**config.mk**
```make
export PLATFORM = sky130hd
export DESIGN_NAME = nvs_prog_seq
export DESIGN_NICKNAME = d
export VERILOG_FILES = /design/src/rtl/nvs_pkg.sv /design/src/rtl/nvs_tick_timer.sv /design/src/rtl/nvs_shadow_reg.sv /design/src/rtl/nvs_prog_seq.sv
export SDC_FILE = /design/constraint.sdc
export NUM_CORES = 1
export LEC_CHECK = 0
export ABC_AREA = 1
export ABC_CLOCK_PERIOD_IN_PS = 1900
export BUFFER_PORTS_ARGS = -buffer_cell sky130_fd_sc_hd__buf_4
export CAP_MARGIN = 20
export CORE_MARGIN = 10
export CORE_UTILIZATION = 40
export DETAILED_ROUTE_END_ITERATION = 10
export HOLD_SLACK_MARGIN = 0.1
export RECOVER_POWER = 25
export REMOVE_ABC_BUFFERS = 1
export SLEW_MARGIN = 20
export SYNTH_ARGS = -nofsm -noshare
export SYNTH_HDL_FRONTEND = slang
export SYNTH_SLANG_ARGS = --single-unit
```
**constraint.sdc**
```tcl
create_clock -name clk -period 1.9 [get_ports clk]
set_input_delay 0.475 -clock clk [delete_from_list [all_inputs] [get_ports clk]]
set_output_delay 0.475 -clock clk [all_outputs]
set_load 0.005 [all_outputs]
```
**src/rtl/nvs_pkg.sv**
```systemverilog
package nvs_pkg;
    typedef enum logic [2:0] {
        ST_IDLE   = 3'd0,
        ST_GRACE  = 3'd1,
        ST_BUSY   = 3'd2,
        ST_COMMIT = 3'd3,
        ST_HOLD   = 3'd4
    } nvs_state_e;
endpackage

```
**src/rtl/nvs_tick_timer.sv**
```systemverilog
module nvs_tick_timer #(
    parameter int TICKS = 4000
) (
    input  logic clk,
    input  logic rst_n,
    input  logic clear,
    input  logic run,
    output logic last
);
    localparam int CW = (TICKS > 1) ? $clog2(TICKS) : 1;
    localparam logic [CW-1:0] LAST_V = CW'(TICKS - 1);

    logic [CW-1:0] cnt_q;

    assign last = run && (cnt_q == LAST_V);

    always_ff @(posedge clk or negedge rst_n) begin
        if (!rst_n)
            cnt_q <= '0;
        else if (clear || last)
            cnt_q <= '0;
        else if (run)
            cnt_q <= cnt_q + 1'b1;
    end

    // without a serial edge the interval count pauses
    p_count_pause_r6: assert property (@(posedge clk) disable iff (!rst_n)
        (!run && !clear) |=> $stable(cnt_q));
endmodule

```
**src/rtl/nvs_shadow_reg.sv**
```systemverilog
module nvs_shadow_reg #(
    parameter int                 DATA_W = 8,
    parameter logic [DATA_W-1:0]  INIT   = '0
) (
    input  logic              clk,
    input  logic              rst_n,
    input  logic              wr,
    input  logic [DATA_W-1:0] din,
    output logic [DATA_W-1:0] q
);
    always_ff @(posedge clk or negedge rst_n) begin
        if (!rst_n)
            q <= INIT;
        else if (wr)
            q <= din;
    end
endmodule

```
**src/rtl/nvs_prog_seq.sv**
```systemverilog
module nvs_prog_seq
    import nvs_pkg::*;
#(
    parameter int                DATA_W     = 8,
    parameter int                POS_W      = 4,
    parameter int                FRAME_BITS = 11,
    parameter int                WR_TICKS   = 4000,
    parameter logic [DATA_W-1:0] NV_INIT    = '0
) (
    input  logic              clk,
    input  logic              rst_n,
    input  logic              cs_act,
    input  logic              ser_edge,
    input  logic [POS_W-1:0]  frame_bits,
    input  logic              prog_req,
    input  logic              supply_ok,
    input  logic [DATA_W-1:0] vol_code,
    output logic              rdy_bsy,
    output logic              serial_mute,
    output logic [DATA_W-1:0] nv_code
);
    localparam logic [POS_W-1:0] END_POS = POS_W'(FRAME_BITS);

    nvs_state_e        state_q, state_d;
    logic [DATA_W-1:0] snap_q;
    logic              frame_end, accept, timer_run, timer_last, nv_wr;

    assign frame_end = (frame_bits == END_POS);
    assign accept    = ser_edge && prog_req && supply_ok &&
                       ((state_q == ST_IDLE && cs_act && frame_end) ||
                        (state_q == ST_GRACE && cs_act));
    assign timer_run = (state_q == ST_BUSY) && ser_edge;
    assign nv_wr     = (state_q == ST_BUSY) && timer_last;

    always_comb begin
        state_d = state_q;
        unique case (state_q)
            ST_IDLE: begin
                if (ser_edge && cs_act && frame_end) begin
                    if (prog_req) state_d = supply_ok ? ST_BUSY : ST_HOLD;
                    else          state_d = ST_GRACE;
                end
            end
            ST_GRACE: begin
                if (!cs_act)
                    state_d = ST_IDLE;
                else if (ser_edge)
                    state_d = (prog_req && supply_ok) ? ST_BUSY : ST_HOLD;
            end
            ST_BUSY:   if (timer_last) state_d = ST_COMMIT;
            ST_COMMIT: state_d = ST_HOLD;
            ST_HOLD:   if (!frame_end) state_d = ST_IDLE;
            default:   state_d = ST_IDLE;
        endcase
    end

    always_ff @(posedge clk or negedge rst_n) begin
        if (!rst_n) state_q <= ST_IDLE;
        else        state_q <= state_d;
    end

    always_ff @(posedge clk or negedge rst_n) begin
        if (!rst_n)      snap_q <= NV_INIT;
        else if (accept) snap_q <= vol_code;
    end

    always_comb begin
        rdy_bsy     = 1'b1;
        serial_mute = 1'b0;
        unique case (state_q)
            ST_BUSY, ST_COMMIT: begin
                rdy_bsy     = 1'b0;
                serial_mute = 1'b1;
            end
            default: ;
        endcase
    end

    nvs_tick_timer #(.TICKS(WR_TICKS)) timer_i (
        .clk   (clk),
        .rst_n (rst_n),
        .clear (accept),
        .run   (timer_run),
        .last  (timer_last)
    );

    nvs_shadow_reg #(.DATA_W(DATA_W), .INIT(NV_INIT)) shadow_i (
        .clk   (clk),
        .rst_n (rst_n),
        .wr    (nv_wr),
        .din   (snap_q),
        .q     (nv_code)
    );

    // an accepted request shows busy on the next cycle
    p_busy_start_r2: assert property (@(posedge clk) disable iff (!rst_n)
        (ser_edge && cs_act && prog_req && supply_ok &&
         ((state_q == ST_IDLE && frame_end) || state_q == ST_GRACE)) |=> !rdy_bsy);

    // a request missing on the grace edge never starts busy
    p_late_drop_r4: assert property (@(posedge clk) disable iff (!rst_n)
        (state_q == ST_GRACE && ser_edge && !prog_req) |=> rdy_bsy);

    // a low supply keeps ready high
    p_supply_gate_r5: assert property (@(posedge clk) disable iff (!rst_n)
        (ser_edge && !supply_ok && (state_q == ST_IDLE || state_q == ST_GRACE)) |=> rdy_bsy);

    // the commit cycle is followed by ready
    p_commit_len_r9: assert property (@(posedge clk) disable iff (!rst_n)
        (state_q == ST_COMMIT) |=> rdy_bsy);

    // the shadow never moves while ready is shown
    p_nv_stable_r9: assert property (@(posedge clk) disable iff (!rst_n)
        (rdy_bsy && $past(rdy_bsy)) |-> $stable(nv_code));

    // a store cannot begin again straight out of commit
    p_no_rearm_r10: assert property (@(posedge clk) disable iff (!rst_n)
        (state_q == ST_COMMIT) |=> (state_q == ST_HOLD));
endmodule

```
# Yosys cells after proc, flatten, opt, wreduce, memory -nomap -nowiden
# Index checks and enable logic that the tools add are counted.
# word_totals
ff_bits	31
inputBits	18
# op_classes
n_reduce_logical	18
muxes	13
n_eq_ne	10
n_addsub	1
# op_table
op	n
two-way mux 12 bit	2
two-way mux 3 bit	8
one-hot mux 3 bit (5 select lines)	1
adder 12 x 1 -> 12 bit, second input constant	1
== test 12 bit, second input constant	1
logical AND 1 bit	12
== test 3 x 2 -> 1 bit, second input constant	2
== test 4 bit, second input constant	1
inequality test 2 x 1 -> 1 bit, second input constant	2
AND reduction 4 bit	1
== test 3 x 1 -> 1 bit, second input constant	1
== test 3 bit, second input constant	1
zero test 3 bit	1
inequality test 3 bit, second input constant	1
logical OR 1 bit	2
two-way mux 1 bit	2
inequality test 2 bit, second input constant	1
nonzero test 2 bit	1
OR reduction 2 bit	1

# Logic depth before layout (Yosys ltp)
# Gate-level depths: netlist of the first run.
# logic_depth
word_depth	7
mapped_depth	9
ltp_nobuf	9

# Modules after synthesis
# From an unflattened synthesis of the first run, not the netlist that was laid out.
# unflattened
cells_unflattened	230
area_unflattened_um2	1707.9
# by_module_without_submodules
mod	n_inst	cells_per_inst	seq_area_each_um2	area_per_inst_um2
nvs_tick_timer	1	101	300.3	720.7
nvs_prog_seq	1	95	275.3	681.9
nvs_shadow_reg	1	34	200.2	305.3

# Worst setup path after synthesis of the first run
# OpenSTA, ideal clock, no wires.
# synth_path
path_type	reg-to-reg
start	register timer_i.cnt_q[0]
end	register timer_i.cnt_q[3]
path_slack_ns	0.522
n_path_buf	1
arrival_time_ns	1.259
synth_period_minus_slack_ns	1.378
t_required_ns	1.781
path_stages_with_launch	8
cell_sequence	dfrtp_1 > ha_1 > nand3_1 > nor2_8 > nand2_4 > nand2_2 > buf_6 > nor2_1
# synth_via
elab_chain_len	4
# synth_rtl
element	line_no	text
start: declaration	nvs_tick_timer.sv:13	logic [CW-1:0] cnt_q;
start signal: assignment	nvs_tick_timer.sv:23	cnt_q <= cnt_q + 1'b1;
branches (longest 4 deep; another with adder 12 x 1 -> 12 bit)	n/a	
# Parallel ways; which one is timed is not known. The select of a mux whose other input is x is not followed.
# A chain may end at the register's enable or synchronous reset.

# Worst setup path after layout of the first run
# layout_path
start	register timer_i.cnt_q[0]
end	register timer_i.cnt_q[8]
# Same word-level chain as after synthesis.

==> results of run 1 <==
-- logic make-up (layout without fill, tap and decap cells) --
family | Yosys count | after routing | synth area share
fa+ha+maj | 1 | 1 | 0.00776
flops | 31 | 31 | 0.481
xor+xnor | 7 | 7 | 0.0380
buf+inv | 30 | 64 | 0.0838
compound gates | 19 | 19 | 0.0753
simple gates | 104 | 104 | 0.314
-- per-layer routing --
| metal | share of wire | up-vias | global-route usage |
|---|---|---|---|
| met2 | 0.48 | 24 | 0.168 |
| met3 | 0.058 | 5 | 0.0469 |
| met1 | 0.45 | 589 | 0.107 |
| li1 | - | 671 | - |
| met4 | 0.013 | 0 | 0.0320 |
| met5 | 0 | - | 0 |
-- through the flow --
stage	setup slack, ps	area (um2)	total power [mW]	util	hold slack, ps
after floorplan	357	1580	1.15	-	179
after detailed placement	206	1860	1.28	0.471	433
after global placement	249	1860	1.28	0.471	430
final	208	1960	1.82	0.496	257
after global routing	45.1	1960	1.97	0.496	327
after CTS	185	1960	1.84	0.497	135
-- flip-flops by register name, indices dropped and copies added, names as in the netlist --
register / flops
shadow_i.q: 8
state_q: 3
snap_q: 8
timer_i.cnt_q: 12
-- cell usage after synthesis, drive strengths merged --
master,number
o21ai,10
nand3b,2
xor2,6
dfrtp,31
buf,3
a21oi,9
nand4,5
nand2,46
nand3,16
xnor2,1
ha,1
inv,27
nor3,5
nor2,30
-- worst max-delay path: stages, from the launching register on --
cell and delay, ps:
dfrtp_1 380, ha_1 180, nand3_1 220, nor2_8 220, nand2_4 120, nand2_2 230, inv_1 120, nand2_1 70
nor2_1 30
-- path summary, 6_finish.rpt --
| kind | startpoint | to | slack (ps) | cells after the start |
|---|---|---|---|---|
| setup / recovery | timer_i.cnt_q[0] | timer_i.cnt_q[8] | 210 | 8 |
| hold / removal | rst_n | shadow_i.q[0] | 260 | 1 |
| setup reg to reg | timer_i.cnt_q[0] | timer_i.cnt_q[8] | 210 | 8 |
| hold reg to reg | shadow_i.q[6] | shadow_i.q[6] | 480 | 2 |
| max in group asynchronous | rst_n | state_q[2] | 1170 | 1 |
| min in group clk | vol_code[5] | snap_q[5] | 430 | 3 |
-- power groups by stage --
stage | Sequential [mW] | Clock [mW] | Combinational, mW
CTS | 0.872 | 0.569 | 0.403
detailed placement | 0.883 | 0 | 0.400
finish | 0.873 | 0.554 | 0.396
global route | 0.891 | 0.606 | 0.471
global placement | 0.882 | 0 | 0.397
floorplan | 0.859 | 0 | 0.291
-- placed cells by master, fill, tap and decap left out --
master    instances
nand2_1          39
o21ai_2           7
inv_1            26
xor2_1            6
nand2_2           5
clkbuf_1          1
ha_1              1
clkbuf_8          7
nand4_4           1
nor2_1           27
nor3_1            4
xnor2_1           1
nand2_4           2
o21ai_0           3
nor2_2            2
nand3_1          16
inv_2             1
nand4_1           4
buf_4            28
nor2_8            1
nor3_2            1
nand3b_1          2
clkbuf_2          1
a21oi_1           9
dfrtp_1          31
-- area by class of cell --
class	count	area [um2]
Tap cell	50	62.6
Fill cell	384	1990
Inverter	27	101
Clock buffer	8	100
Timing Repair Buffer	29	215
Sequential cell	31	776
Multi-Input combinational cell	131	701
==> results.json, run 1 <==
{
  "status": "finished, final reports clean",
  "yosys.area.top_type_share": 0.481,
  "antenna_found_initial": 0,
  "post-cts-setup-buffers": 0,
  "grt_start_max_net_pins": 32,
  "synth_area_mm2": 0.00161,
  "final_cells": 276,
  "ys_seq_elements": 31,
  "synth_cell_types": 22,
  "worstSetupStartpointType": "flop",
  "cp_max_fo": 11,
  "start_util": 0.409,
  "yosysWarningCount": 0,
  "rsz0062_at_grt": "false",
  "crit_required_ps": 2060,
  "combPwrFrac": 0.217,
  "crit_arrival_ps": 1860,
  "cts.clk_slew.worst_paths_ps": 60,
  "wire_per_inst_um": 11.9,
  "vias": 1289,
  "core_area_mm2": 0.00394,
  "maxCapViolCount": 0,
  "grt_usage": 0.0993,
  "cts-resized-gates": 0,
  "post-route-period-util": 0.891,
  "hold_buffers": 0,
  "cts_tree": "built",
  "io_pins": 28,
  "io_buffers": 27,
  "slew_headroom": 0.501,
  "yosys-top-cells-area": "dfrtp_1 48%, nand2_1 9.1%, nor2_1 6.3%",
  "p_int_mw": 1.26,
  "grt_pass1_vias": 1334,
  "core.rowCount": 23,
  "cts_sinks": 31,
  "dr.first_iter.drc_count": 53,
  "p_clk_frac": 0.304,
  "fin_setup_tns_ps": 0,
  "fp.dieH_um": 83.5,
  "vdd_drop_max_mv": 0.523,
  "postRouteAntennaNets": 0,
  "switching_share": 0.307,
  "clk_latency_ps": 280,
  "max_freq_ghz": 0.591,
  "die_area_mm2": 0.00697,
  "synth.largest_area_cell": "dfrtp_1",
  "finalWirelength_um": 3280,
  "dp_cells": 268,
  "fin_skew_ps": 4.27,
  "drive_gt1_frac": 0.248,
  "drv_slew": 0,
  "dpl.hpwl_um": 2520,
  "overflow": 0,
  "routed_via_density": 4.67,
  "drt_pass1_iterations": 4,
  "tightest_slew_ps": 749,
  "finalCriticalPeriod_ps": 1690,
  "gp_congestion": 0.840,
  "syn_to_final_growth_pct": 21.4,
  "seqPwrFrac": 0.479,
  "cts_root_buf": "clkbuf_8",
  "antennaDiodeCount": 0,
  "fin_nets": 244,
  "h-tree-depth": 2,
  "worstHoldPathType": "in2async",
  "drc": 0,
  "syn_avg_cell_area_um2": 8.39,
  "clockBufferDepth": 2,
  "crit_type": "reg2reg",
  "cts-buffers-inserted": 5,
  "end_kind": "flop",
  "syn_inst": 192,
  "power_switching_uw": 560,
  "grt_pass1_wl_um": 5860,
  "die_w_um": 83.5,
  "p_leak_nw": 1.07,
  "setup_violations": 0,
  "finalHoldViolations": 0,
  "power.density_mw_per_mm2": 933,
  "seq_area_frac_synth": 0.481
}
Note: power is estimated with default switching activity, not from simulation.
==> run 2: changes to the inputs <==
--- a/config.mk
+++ b/config.mk
@@ -9,7 +9,7 @@
 export ABC_CLOCK_PERIOD_IN_PS = 1900
 export BUFFER_PORTS_ARGS = -buffer_cell sky130_fd_sc_hd__buf_4
 export CAP_MARGIN = 20
-export CORE_MARGIN = 10
+export CORE_MARGIN = 3
 export CORE_UTILIZATION = 40
 export DETAILED_ROUTE_END_ITERATION = 10
 export HOLD_SLACK_MARGIN = 0.1
==> run 2 against run 1 <==
  * Sequential power is essentially flat
  * Largest cell class unchanged
  * Combinational power shrank 2%
  * The run now ends with capacitance limit, slew limit left
  * Total power grew 5.5%
  * Critical endpoint unchanged
==> results.json, run 2 (same netlist as run 1, synthesis figures left out) <==
{
  "status": "finished, violations left",
  "violations": "capacitance limit, slew limit",
  "wl_met3_um": 176,
  "cts-resized-gates": 0,
  "power.density_mw_per_mm2": 977,
  "dp_cells": 266,
  "end_kind": "flop",
  "fin_setup_tns_ps": 0,
  "hold_buffers": 0,
  "vias": 1298,
  "syn_to_final_growth_pct": 22.2,
  "finalHoldViolations": 0,
  "slowest_stage": "dfrtp_1",
  "post-cts-setup-buffers": 0,
  "tightest_slew_ps": 1550,
  "max_flop_register": "timer_i.cnt_q",
  "dpl.hpwl_um": 2380,
  "fin_skew_ps": 7.88,
  "path_cells": "ha_1, nand3_1, nor2_8, nand2_4, nand2_2, inv_1, nand2_1, nor2_1",
  "final_common_cell": "nand2_1",
  "die_area_mm2": 0.00483,
  "cts_root_buf": "clkbuf_8",
  "drc": 0,
  "h-tree-depth": 2,
  "finalWirelength_um": 3050,
  "cts_tree": "built",
  "routed.top_layer": "met4",
  "cts.clk_slew.worst_paths_ps": 60,
  "worstSetupStartpointType": "flop",
  "p_leak_nw": 1.07,
  "max_freq_ghz": 0.586,
  "drt_pass1_iterations": 4,
  "rsz0062_at_grt": "false",
  "largest_register_ffs": 12,
  "finalCriticalPeriod_ps": 1710,
  "setup_violations": 0,
  "critPathBufInv": 1,
  "cts-buffers-inserted": 5,
  "io_buffers": 27,
  "routed_via_density": 4.74,
  "drive_gt1_frac": 0.248,
  "die_w_um": 69.5,
  "top_regs": "timer_i.cnt_q: 12 flops, shadow_i.q: 8 flops, snap_q: 8 flops",
  "grt_usage": 0.141,
  "grt_start_max_net_pins": 32,
  "clk_latency_ps": 280,
  "gp_congestion": 0.885,
  "antennaDiodeCount": 0,
  "max_stage_delay_ps": 400,
  "io_pins": 28,
  "final_cell_mix": "39 x nand2_1, 31 x dfrtp_1, 28 x buf_4",
  "fin_nets": 244,
  "vdd_drop_max_mv": 0.401,
  "post-route-period-util": 0.898,
  "fp.dieH_um": 69.5,
  "maxCapViolCount": 1,
  "start_util": 0.427,
  "core.rowCount": 22,
  "core_area_mm2": 0.00377,
  "grt_pass1_vias": 1357,
  "wire_per_inst_um": 11.1,
  "met1Wirelength_um": 1350,
  "cp_max_fo": 11,
  "dr.first_iter.drc_count": 77,
  "worstHoldPathType": "in2reg",
  "grt_pass1_wl_um": 5610,
  "final_cells": 274,
  "drv_slew": 32,
  "antenna_found_initial": 0,
  "power_mw": 1.92,
  "crit_arrival_ps": 1870,
  "crit_type": "reg2reg",
  "cts_sinks": 31,
  "wl_met2_um": 1470,
  "clockBufferDepth": 2,
  "overflow": 0,
  "postRouteAntennaNets": 0,
  "cp_top_family": "simple AND/OR/NAND/NOR gates",
  "slew_headroom": -0.0336,
  "crit_required_ps": 2060
}
-- run 2: cell type report --
type                       count  area [um2]
fill                         363        1800
sequential                    31         776
multi-input combinational    131         701
timing repair buffer          29         214
inverter                      27         101
clock buffer                   6        82.6
tap                           48        60.1
clock inverter                 2        35.0
-- run 2: tightest hold or removal path: stages --
cell	delay [ps]
buf_4	80
nand3_1	70
nand2_1	60
-- run 2: report_power, final --
part,internal (mW),leakage [nW],switching (mW)
clock,0.424,0.0612,0.237
sequential,0.782,0.392,0.0932
combinational,0.151,0.619,0.238
-- run 2: path summary, 6_finish.rpt --
check | start | slack [ps] | cells past startpoint | endpoint
setup / recovery | timer_i.cnt_q[0] | 190 | 8 | timer_i.cnt_q[8]
hold / removal | vol_code[5] | 440 | 3 | snap_q[5]
setup reg to reg | timer_i.cnt_q[0] | 190 | 8 | timer_i.cnt_q[8]
hold reg to reg | shadow_i.q[6] | 480 | 2 | shadow_i.q[6]
max in group asynchronous | rst_n | 420 | 1 | snap_q[6]
min in group asynchronous | rst_n | 570 | 1 | timer_i.cnt_q[7]
-- run 2: per-layer routing --
metal  global-route usage  up-vias
met3               0.0420        6
met5                    0        -
li1                     -      672
met1                0.167      590
met2                0.231       30
met4               0.0738        0
-- run 2: per-stage QoR --
stage	util	hold WS (ps)	worst slack, ps	instance area (um2)
after floorplan	-	179	357	1580
after global placement	0.492	423	285	1860
after detailed placement	0.492	426	185	1860
after CTS	0.523	119	157	1970
after global routing	0.522	435	39.3	1970
final	0.522	442	195	1970
